[src/rtl/lfe_pkg.sv]
package lfe_pkg;

    typedef enum logic [1:0] {
        FK_INIT = 2'd0,
        FK_CMD  = 2'd1,
        FK_DATA = 2'd2,
        FK_ACK  = 2'd3
    } frame_kind_e;

    typedef enum logic [3:0] {
        S_IDLE, S_SOF, S_HSEQ, S_HLEN, S_DESC_LO, S_DESC_HI,
        S_PAY_LO, S_PAY_HI, S_CRC, S_EOF, S_GAP
    } enc_state_e;

    localparam logic [31:0] IDLE_WORD = 32'h7CBC_DC1C;
    localparam logic [3:0]  IDLE_K    = 4'b1111;
    localparam logic [31:0] SOF_WORD  = 32'h0000_00FB;
    localparam logic [3:0]  SOF_K     = 4'b0001;
    localparam logic [31:0] EOF_WORD  = 32'h0000_FD00;
    localparam logic [3:0]  EOF_K     = 4'b0010;
    localparam logic [31:0] CRC_POLY  = 32'h04C1_1DB7;
    localparam logic [31:0] CRC_SEED  = 32'hFFFF_FFFF;

    // One 32-bit word folded into the running CRC, bit 31 first.
    function automatic logic [31:0] crc32_step(input logic [31:0] crc_in,
                                               input logic [31:0] din);
        logic [31:0] c;
        logic        fb;
        c = crc_in;
        for (int i = 31; i >= 0; i--) begin
            fb = c[31] ^ din[i];
            c  = {c[30:0], 1'b0};
            if (fb) c = c ^ CRC_POLY;
        end
        return c;
    endfunction

endpackage

[src/rtl/lfe_crc_acc.sv]
module lfe_crc_acc
    import lfe_pkg::*;
(
    input  logic        clk,
    input  logic        rst_n,
    input  logic        clear,
    input  logic        en,
    input  logic [31:0] din,
    output logic [31:0] crc
);
    always_ff @(posedge clk or negedge rst_n) begin
        if (!rst_n)     crc <= CRC_SEED;
        else if (clear) crc <= CRC_SEED;
        else if (en)    crc <= crc32_step(crc, din);
    end
endmodule

[src/rtl/lfe_word_counter.sv]
module lfe_word_counter #(
    parameter int W = 16
) (
    input  logic         clk,
    input  logic         rst_n,
    input  logic         clear,
    input  logic         inc,
    input  logic [W-1:0] limit,
    output logic [W-1:0] idx,
    output logic         last
);
    always_ff @(posedge clk or negedge rst_n) begin
        if (!rst_n)     idx <= '0;
        else if (clear) idx <= '0;
        else if (inc)   idx <= idx + 1'b1;
    end

    assign last = (idx == limit - 1'b1);
endmodule

[src/rtl/link_frame_encoder.sv]
module link_frame_encoder
    import lfe_pkg::*;
#(
    parameter int ADDR_W   = 9,
    parameter int LEN_W    = 16,
    parameter int IDLE_GAP = 2
) (
    input  logic              clk,
    input  logic              rst_n,
    input  logic              req_valid,
    output logic              req_ready,
    input  logic [1:0]        req_kind,
    input  logic [30:0]       req_seq,
    input  logic [15:0]       req_link,
    input  logic [LEN_W-1:0]  req_len,
    input  logic              req_write,
    input  logic [63:0]       req_desc,
    output logic              rd_en,
    output logic [ADDR_W-1:0] rd_addr,
    input  logic [63:0]       rd_data,
    output logic [31:0]       tx_word,
    output logic [3:0]        tx_k
);
    localparam int GAP_CYC = IDLE_GAP - 1;
    localparam int GW      = $clog2(IDLE_GAP + 1);

    enc_state_e        state_q, state_d;
    frame_kind_e       kind_q;
    logic [30:0]       seq_q;
    logic [15:0]       link_q;
    logic [LEN_W-1:0]  len_q;
    logic              write_q;
    logic [63:0]       desc_q;
    logic [31:0]       hi_q;
    logic [GW-1:0]     gap_q;
    logic [31:0]       crc_q;
    logic [LEN_W-1:0]  idx;
    logic              idx_last;
    logic              accept;
    logic              crc_en;
    logic              idx_inc;
    logic              len_zero;

    assign req_ready = (state_q == S_IDLE);
    assign accept    = req_valid && req_ready;
    assign len_zero  = (len_q == '0);
    assign idx_inc   = (state_q == S_PAY_HI) ||
                       (state_q == S_PAY_LO && kind_q == FK_CMD);
    assign crc_en    = (state_q inside {S_HSEQ, S_HLEN, S_DESC_LO,
                                        S_DESC_HI, S_PAY_LO, S_PAY_HI});

    lfe_crc_acc u_crc (
        .clk   (clk),
        .rst_n (rst_n),
        .clear (state_q == S_SOF),
        .en    (crc_en),
        .din   (tx_word),
        .crc   (crc_q)
    );

    lfe_word_counter #(.W(LEN_W)) u_idx (
        .clk   (clk),
        .rst_n (rst_n),
        .clear (state_q == S_SOF),
        .inc   (idx_inc),
        .limit (len_q),
        .idx   (idx),
        .last  (idx_last)
    );

    // State register and captured request fields
    always_ff @(posedge clk or negedge rst_n) begin
        if (!rst_n) begin
            state_q <= S_IDLE;
            kind_q  <= FK_INIT;
            seq_q   <= '0;
            link_q  <= '0;
            len_q   <= '0;
            write_q <= 1'b0;
            desc_q  <= '0;
            hi_q    <= '0;
            gap_q   <= '0;
        end else begin
            state_q <= state_d;
            if (accept) begin
                kind_q  <= frame_kind_e'(req_kind);
                seq_q   <= req_seq;
                link_q  <= req_link;
                len_q   <= (req_kind == FK_INIT || req_kind == FK_ACK) ? '0 : req_len;
                write_q <= req_write;
                desc_q  <= req_desc;
            end
            if (state_q == S_PAY_LO) hi_q <= rd_data[63:32];
            gap_q <= (state_q == S_GAP) ? gap_q + 1'b1 : '0;
        end
    end

    // Next-state selection
    always_comb begin
        state_d = state_q;
        unique case (state_q)
            S_IDLE:    if (req_valid) state_d = S_SOF;
            S_SOF:     state_d = S_HSEQ;
            S_HSEQ:    state_d = S_HLEN;
            S_HLEN:    state_d = (kind_q == FK_INIT) ? S_CRC : S_DESC_LO;
            S_DESC_LO: begin
                if (kind_q == FK_CMD) state_d = len_zero ? S_CRC : S_PAY_LO;
                else                  state_d = S_DESC_HI;
            end
            S_DESC_HI: begin
                if (kind_q == FK_ACK) state_d = S_CRC;
                else                  state_d = len_zero ? S_CRC : S_PAY_LO;
            end
            S_PAY_LO: begin
                if (kind_q == FK_CMD) state_d = idx_last ? S_CRC : S_PAY_LO;
                else                  state_d = S_PAY_HI;
            end
            S_PAY_HI:  state_d = idx_last ? S_CRC : S_PAY_LO;
            S_CRC:     state_d = S_EOF;
            S_EOF:     state_d = (GAP_CYC == 0) ? S_IDLE : S_GAP;
            S_GAP:     if (int'(gap_q) >= GAP_CYC - 1) state_d = S_IDLE;
            default:   state_d = S_IDLE;
        endcase
    end

    // Output word, mask and buffer read port
    always_comb begin
        tx_word = IDLE_WORD;
        tx_k    = IDLE_K;
        rd_en   = 1'b0;
        rd_addr = idx[ADDR_W-1:0];
        unique case (state_q)
            S_IDLE, S_GAP: begin
                tx_word = IDLE_WORD;
                tx_k    = IDLE_K;
            end
            S_SOF: begin
                tx_word = SOF_WORD;
                tx_k    = SOF_K;
            end
            S_HSEQ: begin
                tx_word = {kind_q == FK_ACK, seq_q};
                tx_k    = 4'b0000;
            end
            S_HLEN: begin
                tx_word = {link_q, len_q[15:0]};
                tx_k    = 4'b0000;
            end
            S_DESC_LO: begin
                tx_word = (kind_q == FK_CMD) ? {write_q, desc_q[30:0]} : desc_q[31:0];
                tx_k    = 4'b0000;
            end
            S_DESC_HI: begin
                tx_word = desc_q[63:32];
                tx_k    = 4'b0000;
            end
            S_PAY_LO: begin
                tx_word = rd_data[31:0];
                tx_k    = 4'b0000;
                rd_en   = 1'b1;
            end
            S_PAY_HI: begin
                tx_word = hi_q;
                tx_k    = 4'b0000;
            end
            S_CRC: begin
                tx_word = crc_q;
                tx_k    = 4'b0000;
            end
            S_EOF: begin
                tx_word = EOF_WORD;
                tx_k    = EOF_K;
            end
            default: begin
                tx_word = IDLE_WORD;
                tx_k    = IDLE_K;
            end
        endcase
    end


    sof_after_accept_chk: assert property (@(posedge clk) disable iff (!rst_n)
        accept |=> (tx_k == SOF_K && tx_word == SOF_WORD));


    seq_ack_bit_chk: assert property (@(posedge clk) disable iff (!rst_n)
        (state_q == S_HSEQ) |-> (tx_word[31] == (kind_q == FK_ACK)));


    eof_after_crc_chk: assert property (@(posedge clk) disable iff (!rst_n)
        (state_q == S_CRC) |=> (tx_k == EOF_K && tx_word == EOF_WORD));


    ack_no_read_chk: assert property (@(posedge clk) disable iff (!rst_n)
        (kind_q == FK_ACK && state_q != S_IDLE) |-> !rd_en);


    gap_hold_chk: assert property (@(posedge clk) disable iff (!rst_n)
        (tx_k == EOF_K) |=> (tx_k == IDLE_K && (IDLE_GAP < 2 || !req_ready)));


    data_read_pair_chk: assert property (@(posedge clk) disable iff (!rst_n)
        (rd_en && kind_q == FK_DATA) |=> !rd_en);

endmodule

[config.mk]
export PLATFORM = sky130hd
export DESIGN_NAME = link_frame_encoder
export DESIGN_NICKNAME = d
export VERILOG_FILES = /design/src/rtl/lfe_pkg.sv /design/src/rtl/lfe_crc_acc.sv /design/src/rtl/lfe_word_counter.sv /design/src/rtl/link_frame_encoder.sv
export SDC_FILE = /design/constraint.sdc
export NUM_CORES = 1
export LEC_CHECK = 0
export BUFFER_PORTS_ARGS = -buffer_cell sky130_fd_sc_hd__buf_2
export CORE_ASPECT_RATIO = 2
export CORE_MARGIN = 2
export CORE_UTILIZATION = 35
export DETAILED_ROUTE_END_ITERATION = 10
export PLACE_DENSITY = 0.53
export SLEW_MARGIN = 30
export SYNTH_ARGS = -nofsm -noshare
export SYNTH_HDL_FRONTEND = slang
export SYNTH_SLANG_ARGS = --single-unit
[constraint.sdc]
create_clock -name clk -period 5.2 [get_ports clk]
set_clock_uncertainty 0.2 [all_clocks]
set_input_delay 0.26 -clock clk [delete_from_list [all_inputs] [get_ports clk]]
set_output_delay 0.26 -clock clk [all_outputs]
set_load 0.05 [all_outputs]
==> impl_results.md <==
- Final setup viols: 0
- Setup TNS: 0 ns
- Unrepaired setup endpoints after global routing: false
- Clock transition at path regs: roughly 0.070 ns
- Core Region: approximately 42000 sq um
- Via/cell ratio: about 5.2
- MaxCap Viol Count: 0
- Seq/Total Area, Yosys: 36.3%
- Min Clock Period, post-route: between 5 and 6 ns
- Worst-Margin Slew: 0.794 ns
- Synth Flop Type: dfrtp_1
- Most frequent cells after synthesis: dfrtp_1 (182), mux2_2 (154), xnor2_1 (140)
- Mapped Cells: ~1300
- Synth warn: 0
- Die Width: ~150 um
- Netlist Area Pre-Place: around 15000 sq um
- Worst reg2reg setup slack: roughly 0.11 ns
- CTS buffer count: 24
- GR Util All Layers: between 20 and 30%
- Initial antenna violation count: 5
- DIE HEIGHT: roughly 300 um
- CTS tree: yes
- Detailed Place HPWL: about 50 mm
- Layout cells sized above 1: between 40 and 50%
- First drt pass iteration count: 5
- Asr flop ratio synth: between 90% and 100%
- Critical Path End Type: flop
- Post-synth EDFFs: 0
- Final clock period utilization by the worst path: a little over nine tenths
- Synth Register Bits: about 210
- Vias post-DR: ~12000
- Syn nets: roughly 1500
- Worst endpoint required time: around 5.5 ns
- Hold Path Class: input port to async pin
- Reg2Reg Capture Point: u_crc.crc[30]
- Status: finished clean
- Max-slew violations: 0
- P&R area growth vs syn: 37.6%
- Avg Inst Size Synth: between 10 and 15 sq um
- Gpl congestion: around 0.97
- Global-route wire length before repair: slightly below 90 mm
- Post-synth top area cell: dfrtp_1
- H-tree depth: 1
- 1st-iter DRT viols: 644
- Yosys top cell area share: just over 30%
- Most frequent cell after synthesis: dfrtp_1
- Row count: roughly 110
- Layout net count: roughly 2000
- CTS Buffer Depth: 3
- Clk root buf: clkbuf_16
- Maximum fanout along the worst path: 13
- Drt drc: 0
- DR WL/cell: approximately 26 um
- Clock Latency Late Sink: 0.58 ns
- Post-Route WL: 62.1 mm
- Port Buffers: approximately 240
- Kind of critical path: flop to flop
- Starting density of the core: between 30 and 40%
- Crit path DAT: approximately 5.4 ns
- Startpoint types: flop
- # IOs: between 200 and 250
- Peak Freq: around 200 MHz
- Clock sinks: 214
- Synth unique cells: just over 100
- Post-route ant nets: 0
- Crit path from: state_q[1]
- Die ar.: 44200 sq um
- Total grt overflow: 0
- R2r startpoint: state_q[1]
- Largest net degree at the start of global routing: approximately 130
- Slew headroom: approximately 47%
- R2R depth: 16
- Synth top area cells: dfrtp_1 (31%), mux2_2 (12%), xnor2_1 (8.3%)
- Final hold vios: 0
- Vias in the first global route: approximately 13000
## kinds of logic after synthesis
kind of cell               Yosys count  synth area share, %
xor gates and xnor gates           291                 24.2
DFF                                214                 36.3
and+or+nand+nor                    280                 9.73
muxes                              195                 15.1
buffers and inverters              105                 3.98
adders and majority gates            3                0.253
AOI/OAI and AO/OA                  216                 10.3
## final cells by class
type	instances	area, sq um
Tap cell	540	676
Inverter	18	67.6
Timing Repair Buffer	598	4460
Fill cell	3892	21400
Multi-Input combinational cell	985	8970
Antenna cell	5	12.5
Clock buffer	34	678
Sequential cell	214	5400
Clock inverter	10	160
## timing repair
item / 4_1_cts / 5_1_grt
resized for setup: 3 / 11
hold buffers: 164 / 0
endpoints found under the hold margin: 250 / 0
pin swaps: 0 / 6
setup endpoints to repair: 7 / 22
setup buffers: 0 / 10
## registers in the layout, indices dropped and copies added, names as in the netlist
name       flops
desc_q        64
link_q        16
state_q        4
kind_q         2
u_idx.idx     16
len_q         16
u_crc.crc     32
hi_q          32
write_q        1
seq_q         31
## critical path, stage by stage, from the launching register on
cell      delay [ns]
dfrtp_4         0.58
buf_12          0.18
or3b_1          0.40
a31oi_1         0.31
o221ai_4        0.20
buf_4           0.20
xnor3_4         0.47
xnor2_2         0.31
xnor3_1         0.28
xnor3_1         0.29
xnor3_1         0.45
buf_4           0.19
xor2_1          0.17
xnor2_1         0.15
xnor2_1         0.35
buf_4           0.18
a21oi_1         0.06
## cells in the final DEF, fill, tap and decap left out, types with 16 or more instances in the layout
cell           instances
clkbuf_16             24
buf_2                242
dlygate4sd3_1        164
mux2i_1               32
xnor3_1               29
nor2_1                69
nand2_1               89
o21ai_0               40
mux2_2               154
nand3_1               18
inv_1                 16
xnor2_2               19
dfstp_2               32
a22oi_1               16
dfrtp_1              179
a21oi_1               53
buf_4                178
xnor2_1              133
xor2_1                72
## how the worst max path moves through the flow
stage                               end
after floorplan           u_crc.crc[17]
after global placement    u_crc.crc[22]
after detailed placement  u_crc.crc[26]
after CTS                 u_crc.crc[26]
after global routing       u_crc.crc[5]
final                     u_crc.crc[30]
## through the flow
stage	utilization (%)	setup WS (ns)	hold slack, ns	instance area, sq um	cells
detailed placement	42.5	-0.0586	0.111	17800	2181
CTS	48.5	0.0176	0.0993	20300	2389
global route	48.9	0.00231	0.127	20400	2404
floorplan	-	-0.0259	-0.236	14900	1304
global placement	42.5	0.00211	0.102	17800	2181
finish	48.9	0.110	0.0598	20400	2404
## metal layers
layer	part of all wire, %	vias to the layer above	global-route usage [%]
met5	0	-	0
met1	33	6199	27.6
met2	55	427	53.7
li1	-	5694	-
met4	8.0	0	19.1
met3	3.7	174	2.55
Power is not shown: default switching activity piles up to over one toggle a cycle in this logic, so the estimate is an artifact.
